==> src/rtl/i2cw_pkg.sv <==
package i2cw_pkg;

    localparam int BYTE_W = 8;
    localparam int BIT_CNT_W = $clog2(BYTE_W);

    typedef enum logic [2:0] {
        ST_IDLE,
        ST_ADDR,
        ST_ACK_SETUP,
        ST_ACK_DRIVE,
        ST_DATA
    } slv_state_e;

    // Synchronized bus levels and the events derived from them
    typedef struct packed {
        logic scl;
        logic sda;
        logic scl_rise;
        logic scl_fall;
        logic start;
        logic stop;
    } bus_ev_t;

    // Device address: upper five bits fixed, then 0, select level, write bit 0
    function automatic logic [BYTE_W-1:0] dev_addr(input logic [4:0] hi, input logic sel);
        return {hi, 1'b0, sel, 1'b0};
    endfunction

endpackage

==> src/rtl/i2cw_sync.sv <==
module i2cw_sync
    import i2cw_pkg::*;
#(
    parameter int STAGES = 2
) (
    input  logic    clk,
    input  logic    rst,
    input  logic    scl_in,
    input  logic    sda_in,
    output bus_ev_t ev
);
    localparam int LINES = 2;

    logic [LINES-1:0] raw;
    logic [LINES-1:0] synced;
    logic [LINES-1:0] prev;

    assign raw = {scl_in, sda_in};

    genvar g;
    generate
        for (g = 0; g < LINES; g++) begin : g_line
            logic [STAGES-1:0] chain;
            always_ff @(posedge clk) begin
                if (rst) chain <= '1;
                else     chain <= {chain[STAGES-2:0], raw[g]};
            end
            assign synced[g] = chain[STAGES-1];
        end
    endgenerate

    always_ff @(posedge clk) begin
        if (rst) prev <= '1;
        else     prev <= synced;
    end

    always_comb begin
        ev.scl      = synced[1];
        ev.sda      = synced[0];
        ev.scl_rise = synced[1] & ~prev[1];
        ev.scl_fall = ~synced[1] & prev[1];
        ev.start    = synced[1] & prev[1] & prev[0] & ~synced[0];
        ev.stop     = synced[1] & prev[1] & ~prev[0] & synced[0];
    end

endmodule

==> src/rtl/i2cw_bytein.sv <==
module i2cw_bytein
    import i2cw_pkg::*;
(
    input  logic              clk,
    input  logic              rst,
    input  logic              clr,
    input  logic              sample,
    input  logic              bit_in,
    output logic              byte_done,
    output logic [BYTE_W-1:0] byte_val
);
    logic [BIT_CNT_W-1:0] cnt;
    logic [BYTE_W-2:0]    shreg;

    always_ff @(posedge clk) begin
        if (rst || clr) begin
            cnt   <= '0;
            shreg <= '0;
        end else if (sample) begin
            cnt   <= cnt + 1'b1;
            shreg <= {shreg[BYTE_W-3:0], bit_in};
        end
    end

    assign byte_done = sample && (cnt == BIT_CNT_W'(BYTE_W - 1));
    assign byte_val  = {shreg, bit_in};

endmodule

==> src/rtl/ctl_i2c_wr_slave.sv <==
module ctl_i2c_wr_slave
    import i2cw_pkg::*;
#(
    parameter logic [4:0] ADDR_HI     = 5'b11111,
    parameter int         SYNC_STAGES = 2
) (
    input  logic              clk,
    input  logic              rst,
    input  logic              scl_in,
    input  logic              sda_in,
    input  logic              addr_sel,
    output logic              sda_pull,
    output logic              cmd_valid,
    output logic [BYTE_W-1:0] cmd_byte
);
    bus_ev_t           ev;
    slv_state_e        state;
    logic              byte_done;
    logic [BYTE_W-1:0] byte_val;
    logic              shift_clr;
    logic              shift_en;

    i2cw_sync #(.STAGES(SYNC_STAGES)) u_sync (
        .clk    (clk),
        .rst    (rst),
        .scl_in (scl_in),
        .sda_in (sda_in),
        .ev     (ev)
    );

    assign shift_clr = ev.start || (state == ST_ACK_DRIVE && ev.scl_fall);
    assign shift_en  = ev.scl_rise && !ev.start && !ev.stop &&
                       (state == ST_ADDR || state == ST_DATA);

    i2cw_bytein u_bytein (
        .clk       (clk),
        .rst       (rst),
        .clr       (shift_clr),
        .sample    (shift_en),
        .bit_in    (ev.sda),
        .byte_done (byte_done),
        .byte_val  (byte_val)
    );

    always_ff @(posedge clk) begin
        if (rst) begin
            state     <= ST_IDLE;
            sda_pull  <= 1'b0;
            cmd_valid <= 1'b0;
            cmd_byte  <= '0;
        end else begin
            cmd_valid <= 1'b0;
            if (ev.start) begin
                state    <= ST_ADDR;
                sda_pull <= 1'b0;
            end else if (ev.stop) begin
                state    <= ST_IDLE;
                sda_pull <= 1'b0;
            end else begin
                unique case (state)
                    ST_IDLE: ;
                    ST_ADDR: if (byte_done) begin
                        if (byte_val == dev_addr(ADDR_HI, addr_sel)) state <= ST_ACK_SETUP;
                        else                                          state <= ST_IDLE;
                    end
                    ST_DATA: if (byte_done) begin
                        cmd_valid <= 1'b1;
                        cmd_byte  <= byte_val;
                        state     <= ST_ACK_SETUP;
                    end
                    ST_ACK_SETUP: if (ev.scl_fall) begin
                        sda_pull <= 1'b1;
                        state    <= ST_ACK_DRIVE;
                    end
                    ST_ACK_DRIVE: if (ev.scl_fall) begin
                        sda_pull <= 1'b0;
                        state    <= ST_DATA;
                    end
                    default: state <= ST_IDLE;
                endcase
            end
        end
    end

    assert_strobe_single_R11: assert property (@(posedge clk) disable iff (rst)
        cmd_valid |=> !cmd_valid);

    assert_strobe_scl_high_R5: assert property (@(posedge clk) disable iff (rst)
        cmd_valid |-> ev.scl);

    assert_pull_rise_scl_low_R10: assert property (@(posedge clk) disable iff (rst)
        $rose(sda_pull) |-> !ev.scl);

    assert_pull_fall_scl_low_R10: assert property (@(posedge clk) disable iff (rst)
        $fell(sda_pull) |-> !ev.scl);

    assert_idle_released_R9: assert property (@(posedge clk) disable iff (rst)
        (state == ST_IDLE) |-> !sda_pull);

endmodule

==> config.mk <==
export PLATFORM = sky130hd
export DESIGN_NAME = ctl_i2c_wr_slave
export DESIGN_NICKNAME = d
export VERILOG_FILES = /design/src/rtl/i2cw_pkg.sv /design/src/rtl/i2cw_sync.sv /design/src/rtl/i2cw_bytein.sv /design/src/rtl/ctl_i2c_wr_slave.sv
export SDC_FILE = /design/constraint.sdc
export NUM_CORES = 1
export LEC_CHECK = 0
export BUFFER_PORTS_ARGS = -buffer_cell sky130_fd_sc_hd__buf_2
export CAP_MARGIN = 15
export CORE_MARGIN = 2
export CORE_UTILIZATION = 50
export DETAILED_ROUTE_END_ITERATION = 8
export PLACE_DENSITY = 0.73
export SETUP_SLACK_MARGIN = 0.02
export SLEW_MARGIN = 15
export SYNTH_ARGS = -nofsm -noshare
export SYNTH_HDL_FRONTEND = slang
export SYNTH_SLANG_ARGS = --single-unit
==> constraint.sdc <==
create_clock -name clk -period 1.7 [get_ports clk]
set_input_delay 0.51 -clock clk [delete_from_list [all_inputs] [get_ports clk]]
set_output_delay 0.51 -clock clk [all_outputs]
set_load 0.01 [all_outputs]
[After elaboration in Yosys (flattened, before gate mapping)]
Index checks and enable logic that the tools add are counted.
Operators by class
  shift operators: 0
  order comparisons: 0
  divide/modulo/power cells: 0
  mux-type cells: 12
  reduce and logical (&&, ||, !) cells: 18
  add/sub/neg operators: 1
  multiply operators: 0
  equality and inequality tests: 15
  bitwise logic cells: 15
Operators by type and width (count)
  $ne A4 B4 Y1 const B: 4
  $pmux W3 S5: 1
  $mux W3: 4
  $reduce_and A5 Y1: 2
  $eq A8 B8 Y1: 1
  $ne A2 B2 Y1 const B: 4
  $not A1 Y1: 8
  $and A1 B1 Y1: 7
  $eq A3 B2 Y1 const B: 2
  $eq A3 B3 Y1 const B: 2
  $logic_and A1 B1 Y1: 5
  $mux W1: 5
  $reduce_and A4 Y1: 1
  $reduce_or A4 Y1: 1
  $add A3 B1 Y3 const B: 1
  $eq A3 B1 Y1 const B: 1
  $logic_not A3 Y1: 1
  $logic_or A1 B1 Y1: 3
  $ne A3 B3 Y1 const B: 1
  $reduce_and A3 Y1: 1
  $reduce_or A3 Y1: 1
  $logic_not A1 Y1: 2
  $mux W2: 1
  $pmux W1 S2: 1
  $reduce_bool A2 Y1: 1
Storage, ports and cells
  bits in writable memories: 0
  bits in latches: 0
  register bits after elaboration: 29
  memories kept: 0
  output and inout port bits: 10
  bits in read-only memories: 0
  input bits: 5
  word-level logic and storage cells: 71

[Depth between registers and ports, before layout]
Gate-level depths: netlist of the first run.
  depth in word-level cells: 12
  depth in mapped cells: 7
  mapped depth without buffers: 6

[Hierarchy]
From an unflattened synthesis of the first run, not the netlist that was laid out.
Second synthesis, totals
  cells, all modules: 130
  area, all modules: 1265.0 um2
Modules (own cells, without submodules)
  ctl_i2c_wr_slave: times used 1, cells each 75, area an instance 654.4 um2, seq. area each 260.2 um2
  i2cw_bytein: times used 1, cells each 37, area an instance 405.4 um2, seq. area each 200.2 um2
  i2cw_sync: times used 1, cells each 18, area an instance 205.2 um2, seq. area each 120.1 um2

[Least setup slack after synthesis of the first run]
OpenSTA, ideal clock, no wires.
  path kind: flip-flop to flip-flop
  start: register u_bytein.cnt[0]
  end: register state[1]
  setup slack: 0.098 ns
  arrival time: 1.474 ns
  stages on the path, launching flop included: 8
  period minus slack after synthesis: 1.602 ns
  library setup time: 0.128 ns
  path buffers: 1
  path through: dfxtp_1 > ha_1 > ha_1 > and3b_1 > buf_2 > maj3_1 > nor2_1 > nor3_1
On the way
  cells in the longest elaborated chain, start to end: 4
  elaborated cells on any way between the ends: 5
  classes of those cells: 3 x eq/ne; 2 x reduce/logical
Ends and longest elaborated chain
  start, declared: line i2cw_bytein.sv:12  | logic [BIT_CNT_W-1:0] cnt;
  start signal, assigned: line i2cw_bytein.sv:20  | cnt <= cnt + 1'b1;
  $eq A3 B3 Y1 (*): line i2cw_bytein.sv:25  | assign byte_done = sample && (cnt == BIT_CNT_W'(BYTE_W - 1));
  $logic_and A1 B1 Y1 (*): line i2cw_bytein.sv:25
  $ne A2 B2 Y1 (no source line)
  $reduce_and A5 Y1 (no source line) (*)
  end signal, assigned: line ctl_i2c_wr_slave.sv:47  | state <= ST_IDLE;
  end signal, assigned: line ctl_i2c_wr_slave.sv:54  | state <= ST_ADDR;
  end signal, assigned: line ctl_i2c_wr_slave.sv:57  | state <= ST_IDLE;
  end, declared: line ctl_i2c_wr_slave.sv:17  | slv_state_e state;
Mark *: on every way between the ends. The rest lies on a longest branch, timed or not.
A chain may end at the register's enable or synchronous reset.

[Final worst setup path of the first run]
  start: register u_bytein.cnt[0]
  end: register state[0]
On the way
  cells in the longest elaborated chain, start to end: 4
  elaborated cells on any way between the ends: 5
  classes of those cells: 3 x eq/ne; 2 x reduce/logical
Ends and longest elaborated chain (line)
  $eq A3 B3 Y1 (*): i2cw_bytein.sv:25
  $logic_and A1 B1 Y1 (*): i2cw_bytein.sv:25
  $ne A4 B4 Y1 (no source line)
  $reduce_and A5 Y1 (no source line) (*)
Marks and branches as above.

==> results.yml, run 1 <==
outcome:
  status: "completed"
setup_path:
  worstSetupPathType: "flop to flop"
  reg2regPathDepth: 6
  cpMostUsedCell: "ha_1"
  cp_max_fo: 3
  worst-endpoint-arrival_ns: 1.83
  critPathSlowestCell: "or3_1"
  end_kind: "flop"
  critical_path.startpoint_type: "flop"
  path_cells: "ha_1 > ha_1 > nand3b_1 > a21oi_1 > or3_1 > o32ai_2"
  worstReg2RegEnd: "state[0]"
  r2r_slack_ns: 0.12
  cp_data_required_time_ns: 1.95
  cpPeakStageDelay_ns: 0.35
  worstReg2RegStart: "u_bytein.cnt[0]"
placed_design:
  place_ws_ns: 0.144
  dp_hpwl_um: 1590
  io_buffers: 14
  placed_cells: 167
  placed_area_um2: 1290
  gp_congestion: 0.863
min_path:
  holdPathStages: 2
  hold_path_end: "u_sync.g_line[0].chain[0]"
  min-delay-start: "sda_in"
  hold_path.class: "input port to flop"
global_routing:
  grt_antenna_before_repair: 0
  grt_pass1_wl_um: 4100
  grt_pass1_vias: 943
  track_usage_pct: 21.0
  grt_max_degree: 18
  overflow: 0
floorplanning:
  initial_core_util_pct: 53.9
  rows: 17
  die_h_um: 53.3
  die_x_um: 53.3
  io_pins: 15
  fp.dieArea_um2: 2840
  core_um2: 2250
clock_network:
  cts_max_path_buffers: 2
  cts_resized: 0
  clock-sinks: 29
  ctsRootBufferMaster: "clkbuf_4"
  cts_tree: "done"
  holdBufCountCts: 0
  postCtsSetupBuffers: 0
  clkTransAtPathRegs_ns: 0.10
  insertion_delay_ns: 0.34
  htreeDepth: 2
  cts_buffers: 5
sta:
  finalHoldViolCount: 0
  holdWs_ns: 0.354
  slew_headroom_pct: 74.3
  rsz0062_at_grt: "false"
  post-route-period-util_pct: 93.1
  min_period_ns: 1.58
  worst_clock_skew_ns: 0.0113
  setup_tns_ns: 0
  max_freq_mhz: 632
  finalMaxSlewViolations: 0
  setup_viol: 0
  worst_slew_pin_slew_ns: 0.385
  worst_slack_ns: 0.117
power:
  ir_drop_v: 0.000701
  power.total_mw: 1.34
  p_leak_nw: 0.609
  powerDensity_nw_per_um2: 963
yosys:
  synth-main-ff-cell: "dfxtp_1"
  yosysWarningCount: 0
  synth_cells: 129
  synth_cell_types: 32
  ys_seq_area_share_pct: 47.8
  syn_avg_cell_area_um2: 9.42
  syn_area_um2: 1210
  ys_ff_latch: 29
  syn-num-nets: 136
  synth-async-reset-ratio_pct: 0
  synth_edf_count: 0
detailed_routing:
  ant_nets: 0
  drt-initial-drc-count: 12
  post_drt_wl_per_cell_um: 13.0
  drt-pass1-iter-count: 4
  vias: 930
  viasPerCell: 5.31
  wl_um: 2270
  drc: 0
finish:
  mostFrequentLayoutCell: "dfxtp_1"
  syn_to_final_growth_pct: 14.2
  final_cell_area_um2: 1390
  drive_gt1_share_pct: 25.9
  nNetsFinal: 153
  num_antenna_cells: 0
  final_cell_mix: "dfxtp_1, nor2_1, buf_2"
  final_cells: 175
  final_util_pct: 61.5
job:
  max-cap-violations: 0
cells in the mapped netlist (2+ instances only):
master / number / share of area (%)
xor2_1: 2 / 1.4
nor2_1: 14 / 4.3
a21oi_1: 11 / 4.5
xnor2_1: 2 / 1.4
nor3_1: 2 / 0.82
buf_6: 2 / 1.9
nand2_1: 14 / 4.3
buf_2: 4 / 1.6
nand3_1: 9 / 3.7
or2_2: 6 / 3.1
nor3b_1: 3 / 1.9
ha_1: 2 / 2.1
dfxtp_1: 29 / 48
mux2i_1: 10 / 8.2
a211oi_1: 2 / 1.2
worst max-delay path by stage:
stage / startpoint / slack, ns / endpoint / depth (start not counted)
2_1_floorplan: u_bytein.cnt[0] / 0.1 / state[1] / 7
5_1_grt: u_bytein.cnt[0] / 0.02 / state[1] / 6
4_1_cts: u_bytein.cnt[0] / 0.12 / state[0] / 6
3_3_place_gp: u_bytein.cnt[0] / 0.18 / state[1] / 6
3_5_place_dp: u_bytein.cnt[0] / 0.14 / state[1] / 6
6_report: u_bytein.cnt[0] / 0.12 / state[0] / 6
state kept, by name, summed over array words and instances (netlist names):
register,cells
u_sync.prev,2
cmd_byte,8
sda_pull,1
state,3
u_bytein.cnt,3
u_bytein.shreg,7
u_sync.g_line.chain,4
cmd_valid,1
power breakdown:
| group | internal, mW | total [mW] | switching (mW) | leakage [nW] |
|---|---|---|---|---|
| clock network | 0.349 | 0.600 | 0.250 | 0.0445 |
| logic | 0.0194 | 0.0450 | 0.0256 | 0.329 |
| registers | 0.685 | 0.691 | 0.00587 | 0.235 |
logic make-up after synthesis:
logic type / after synthesis / share of synthesized area [%]
compound gates: 18 / 9.06
xor+xnor: 4 / 2.88
fa+ha+maj: 3 / 2.88
buf+inv: 8 / 5.05
flops: 29 / 47.8
mux: 10 / 8.24
simple gates: 57 / 24.1
per-layer routing:
layer  up-vias  wire length, µm  track usage [%]
li1        477                -                -
met1       426             1060             23.7
met2        22             1040             31.3
met3         5              136             10.2
met4         0               36             13.2
met5         -                0                0
worst max-delay path: cells and delay by family (launching register included):
kind | cells | cell delay (ns)
flip-flops | 1 | 0.34
adder cells (fa/ha/maj) | 2 | 0.39
AO/OA/AOI/OAI | 2 | 0.33
AND/OR/NAND/NOR | 2 | 0.44
final cells by class:
type	count	area [µm²]
Fill cell	213	867
Multi-Input combinational cell	92	583
Sequential cell	29	581
Timing Repair Buffer	18	100
Clock buffer	6	51.3
Clock inverter	2	37.5
Tap cell	28	35.0
Power figures use the tool's default switching activity.
==> run 2: changes to the inputs <==
--- a/config.mk
+++ b/config.mk
@@ -8,11 +8,12 @@
 export BUFFER_PORTS_ARGS = -buffer_cell sky130_fd_sc_hd__buf_2
 export CAP_MARGIN = 15
 export CORE_MARGIN = 2
-export CORE_UTILIZATION = 50
+export CORE_UTILIZATION = 59
 export DETAILED_ROUTE_END_ITERATION = 8
-export PLACE_DENSITY = 0.73
+export PLACE_DENSITY = 0.81
 export SETUP_SLACK_MARGIN = 0.02
 export SLEW_MARGIN = 15
 export SYNTH_ARGS = -nofsm -noshare
 export SYNTH_HDL_FRONTEND = slang
 export SYNTH_SLANG_ARGS = --single-unit
+export TNS_END_PERCENT = 20
==> constraint.sdc (replaced) <==
create_clock -name clk -period 1.89 [get_ports clk]
set_input_delay 0.567 -clock clk [delete_from_list [all_inputs] [get_ports clk]]
set_output_delay 0.567 -clock clk [all_outputs]
set_load 0.01 [all_outputs]
==> run 2 against run 1 <==
  * Worst hold slack better by 0.064 ns
  * Global-route usage down 0.43 points
  * Fmax shrank 6.6%
  * Via count rose by 0.65%
  * Largest cell class is now registers
  * Utilization up 7.3 points
  * Sequential cell count unchanged
==> results.yml, run 2 (same netlist as run 1, synthesis figures left out) <==
placed_design:
  io_buffers: 14
  gp_congestion: 0.807
  dp_hpwl_um: 1580
setup_path:
  critical_path.startpoint_type: "flop"
  worst-endpoint-arrival_ns: 1.91
  end_kind: "flop"
  cp_max_fo: 10
  r2r_slack_ns: 0.19
  crit_start: "u_bytein.cnt[0]"
  cp_data_required_time_ns: 2.10
  worstReg2RegEnd: "state[1]"
  endpoint: "state[1]"
  reg2regPathDepth: 6
  worstReg2RegStart: "u_bytein.cnt[0]"
  worstSetupPathType: "flop to flop"
global_routing:
  overflow: 0
  grt_antenna_before_repair: 0
  grt_max_degree: 18
  grt_pass1_vias: 876
  track_usage_pct: 20.6
  grt_pass1_wl_um: 3800
detailed_routing:
  viasPerCell: 5.47
  wl_um: 2200
  drt-pass1-iter-count: 4
  drt-initial-drc-count: 28
  vias: 936
  post_drt_wl_per_cell_um: 12.9
  ant_nets: 0
  drc: 0
clock_network:
  htreeDepth: 2
  cts_tree: "done"
  insertion_delay_ns: 0.32
  cts_buffers: 5
  clock-sinks: 29
  ctsRootBufferMaster: "clkbuf_4"
  clkTransAtPathRegs_ns: 0.09
  cts_max_path_buffers: 2
  holdBufCountCts: 0
  cts_resized: 0
  postCtsSetupBuffers: 0
job:
  max-cap-violations: 0
finish:
  mostFrequentLayoutCell: "dfxtp_1"
  largest_reg_flops: 8
  fillCellCount: 183
  reg_top3: "cmd_byte x8, u_bytein.shreg x7, u_sync.g_line.chain x4"
  num_antenna_cells: 0
  final_util_pct: 68.9
  regMostFlops: "cmd_byte"
  nNetsFinal: 150
  syn_to_final_growth_pct: 11.2
  final_cell_mix: "dfxtp_1, nand2_1, nor2_1, buf_2, a21oi_1"
  drive_gt1_share_pct: 22.9
sta:
  max_freq_mhz: 590
  rsz0062_at_grt: "false"
  setup_viol: 0
  post-route-period-util_pct: 89.7
  worst_slew_pin_slew_ns: 0.378
  worst_clock_skew_ns: 0.00984
  setup_tns_ns: 0
  min_period_ns: 1.70
  finalMaxSlewViolations: 0
  slew_headroom_pct: 74.6
  finalHoldViolCount: 0
min_path:
  hold_path.class: "flop to flop"
power:
  powerDensity_nw_per_um2: 874
  ir_drop_v: 0.000825
  p_leak_nw: 0.590
floorplanning:
  rows: 16
  initial_core_util_pct: 61.9
  fp.dieArea_um2: 2440
  die_x_um: 49.4
  io_pins: 15
  die_h_um: 49.4
  core_um2: 1960
outcome:
  status: "completed"
run 2: worst min path at each step:
| stage | slack (ns) | from | to | cells past startpoint |
|---|---|---|---|---|
| final | 0.42 | u_sync.g_line[0].chain[0] | u_sync.g_line[0].chain[1] | 1 |
| after CTS | 0.42 | sda_in | u_sync.g_line[0].chain[0] | 2 |
| after detailed placement | 0.40 | u_sync.g_line[0].chain[0] | u_sync.g_line[0].chain[1] | 1 |
| after global placement | 0.39 | u_sync.g_line[0].chain[0] | u_sync.g_line[0].chain[1] | 1 |
| after global routing | 0.43 | u_sync.g_line[1].chain[0] | u_sync.g_line[1].chain[1] | 1 |
| after floorplan | 0.39 | u_sync.g_line[0].chain[0] | u_sync.g_line[0].chain[1] | 1 |
run 2: through the flow:
stage	instance area, µm²	hold slack [ns]	power, mW	std cells	setup WS, ns
after floorplan	1210	0.389	0.663	129	0.288
after global placement	1260	0.394	0.670	163	0.286
after detailed placement	1260	0.399	0.671	163	0.181
after CTS	1350	0.418	1.19	171	0.167
after global routing	1350	0.432	1.22	171	0.123
final	1350	0.419	1.18	171	0.195
run 2: final cells by class:
cell class              count  area, µm²  area share [%]
multi-input cells          92        574            42.5
clock inverters             1       30.0            2.22
flip-flops and latches     29        581            43.0
well taps                  27       33.8            2.50
repair buffers             15       77.6            5.74
clock buffers               7       55.1            4.07
run 2: power breakdown:
| part | internal [mW] | leakage, nW | switching, mW | total, mW |
|---|---|---|---|---|
| Clock | 0.316 | 0.0455 | 0.208 | 0.523 |
| Combinational | 0.0152 | 0.309 | 0.0177 | 0.0329 |
| Sequential | 0.616 | 0.235 | 0.00787 | 0.624 |
run 2: critical path, cell delays in order, from the launching register on:
cell,delay [ns]
dfxtp_1,0.33
ha_1,0.22
ha_1,0.22
and3b_2,0.29
maj3_1,0.37
nor2_1,0.10
nor3_1,0.05
run 2: layer usage:
layer | vias up | global-route usage, % | share of wire, %
met5 | - | 0 | 0
met2 | 20 | 33.1 | 48
li1 | 479 | - | -
met3 | 4 | 5.52 | 4.4
met1 | 433 | 25.5 | 46
met4 | 0 | 9.72 | 1.5
==> run 3: changes to the inputs <==
--- a/config.mk
+++ b/config.mk
@@ -6,11 +6,10 @@
 export NUM_CORES = 1
 export LEC_CHECK = 0
 export BUFFER_PORTS_ARGS = -buffer_cell sky130_fd_sc_hd__buf_2
-export CAP_MARGIN = 15
+export CAP_MARGIN = 20
 export CORE_MARGIN = 2
-export CORE_UTILIZATION = 59
+export CORE_UTILIZATION = 25
 export DETAILED_ROUTE_END_ITERATION = 8
-export PLACE_DENSITY = 0.81
 export SETUP_SLACK_MARGIN = 0.02
 export SLEW_MARGIN = 15
 export SYNTH_ARGS = -nofsm -noshare
==> run 3 against run 2 <==
  * Clock power grew 25%
  * Fmax grew 0.86%
  * Die area grew 120%
  * Critical path depth is the same
  * Total power grew 11%
  * Worst hold slack lost 0.012 ns
==> results.yml, run 3 (same netlist as run 1, synthesis figures left out) <==
finish:
  num_antenna_cells: 0
  final_cell_mix: "dfxtp_1, nand2_1, nor2_1, buf_2, a21oi_1"
  final_cell_area_um2: 1420
  largest_reg_flops: 8
  regMostFlops: "cmd_byte"
  final_cells: 199
  drive_gt1_share_pct: 22.8
  syn_to_final_growth_pct: 17.1
  fillCellCount: 525
  mostFrequentLayoutCell: "dfxtp_1"
  multi_input_area_um2: 573
  nNetsFinal: 151
  reg_top3: "cmd_byte x8, u_bytein.shreg x7, u_sync.g_line.chain x4"
  layout.area.seq_um2: 581
placed_design:
  gp_congestion: 0.701
  placed_area_um2: 1310
  io_buffers: 14
  dp_hpwl_um: 1540
  placed_cells: 191
detailed_routing:
  vias: 903
  post_drt_wl_per_cell_um: 11.4
  wl_um: 2270
  viasPerCell: 4.54
  drc: 0
  drt-pass1-iter-count: 4
  drt-initial-drc-count: 27
  ant_nets: 0
floorplanning:
  die_h_um: 73.7
  core_um2: 4690
  die_x_um: 73.7
  io_pins: 15
  rows: 25
  initial_core_util_pct: 25.9
  fp.dieArea_um2: 5430
job:
  max-cap-violations: 0
setup_path:
  cp_top_family: "adder cells"
  worstSetupPathType: "flop to flop"
  cp_max_fo: 10
  worstReg2RegStart: "u_bytein.cnt[0]"
  path_cells: "ha_1 > ha_1 > and3b_1 > maj3_1 > nor2_1 > nor3_1"
  cpMostUsedCell: "ha_1"
  worst-endpoint-arrival_ns: 1.84
  cp_data_required_time_ns: 2.05
  cpPeakStageDelay_ns: 0.38
  critPathSlowestCell: "maj3_1"
  r2r_slack_ns: 0.21
  end_kind: "flop"
  path_buf_inv: 0
  worstReg2RegEnd: "state[1]"
  critical_path.startpoint_type: "flop"
  reg2regPathDepth: 6
global_routing:
  grt_pass1_vias: 864
  track_usage_pct: 9.56
  grt_max_degree: 18
  grt_antenna_before_repair: 0
  overflow: 0
  grt_pass1_wl_um: 3870
sta:
  setup_tns_ns: 0
  post-route-period-util_pct: 88.9
  slew_headroom_pct: 77.0
  rsz0062_at_grt: "false"
  max_freq_mhz: 595
  worst_slew_pin_slew_ns: 0.344
  worst_clock_skew_ns: 0.00328
  setup_viol: 0
  finalHoldViolCount: 0
  min_period_ns: 1.68
  finalMaxSlewViolations: 0
power:
  powerDensity_nw_per_um2: 925
  p_leak_nw: 0.609
  power.total_mw: 1.32
  ir_drop_v: 0.000331
clock_network:
  clock-sinks: 29
  cts_resized: 0
  cts_max_path_buffers: 2
  cts_buffers: 5
  clkTransAtPathRegs_ns: 0.06
  cts_tree: "done"
  ctsRootBufferMaster: "clkbuf_8"
  htreeDepth: 2
  insertion_delay_ns: 0.28
  holdBufCountCts: 0
  postCtsSetupBuffers: 0
min_path:
  hold_path.class: "flop to flop"
  min-delay-start: "u_sync.g_line[1].chain[0]"
  holdPathStages: 1
  hold_path_end: "u_sync.g_line[1].chain[1]"
outcome:
  status: "completed"
[run 3: area by class of cell]
class	count	share of cell area [%]
Clock buffer	7	6.07
Clock inverter	1	2.11
Sequential cell	29	40.8
Tap cell	54	4.75
Timing Repair Buffer	16	5.98
Multi-Input combinational cell	92	40.3
[run 3: power breakdown]
group | total [mW] | switching, mW | internal, mW
Combinational | 0.0366 | 0.0207 | 0.0159
Clock | 0.655 | 0.226 | 0.429
Sequential | 0.624 | 0.00668 | 0.617
Total | 1.32 | 0.253 | 1.06
[run 3: worst max-delay path by stage]
stage,from,cells past startpoint,to,slack (ns)
after CTS,u_bytein.cnt[0],6,cmd_byte[3],0.20
after global routing,u_bytein.cnt[0],6,cmd_byte[3],0.05
after detailed placement,u_bytein.cnt[0],6,state[1],0.21
after global placement,u_bytein.cnt[0],6,cmd_byte[2],0.26
after floorplan,u_bytein.cnt[0],7,state[1],0.29
final,u_bytein.cnt[0],6,state[1],0.21
[run 3: worst reg2reg max path, stage by stage, from the launching register on]
cell     delay [ns]
dfxtp_1        0.32
ha_1           0.20
ha_1           0.21
and3b_1        0.30
maj3_1         0.38
nor2_1         0.09
nor3_1         0.05
[run 3: routing by layer]
layer	wire length [µm]	vias to the layer above	track usage, %
met5	0	-	0
met4	71	0	5.86
met3	116	7	4.66
met2	1020	12	14.3
met1	1070	413	10.9
li1	-	471	-
[run 3: per-stage QoR]
step                setup slack (ns)  utilization, %  hold WS, ns
finish                         0.209            30.3        0.407
global route                  0.0463            30.3        0.421
CTS                            0.197            30.3        0.413
detailed placement             0.208            27.8        0.397
global placement               0.255            27.8        0.393
floorplan                      0.288               -        0.389
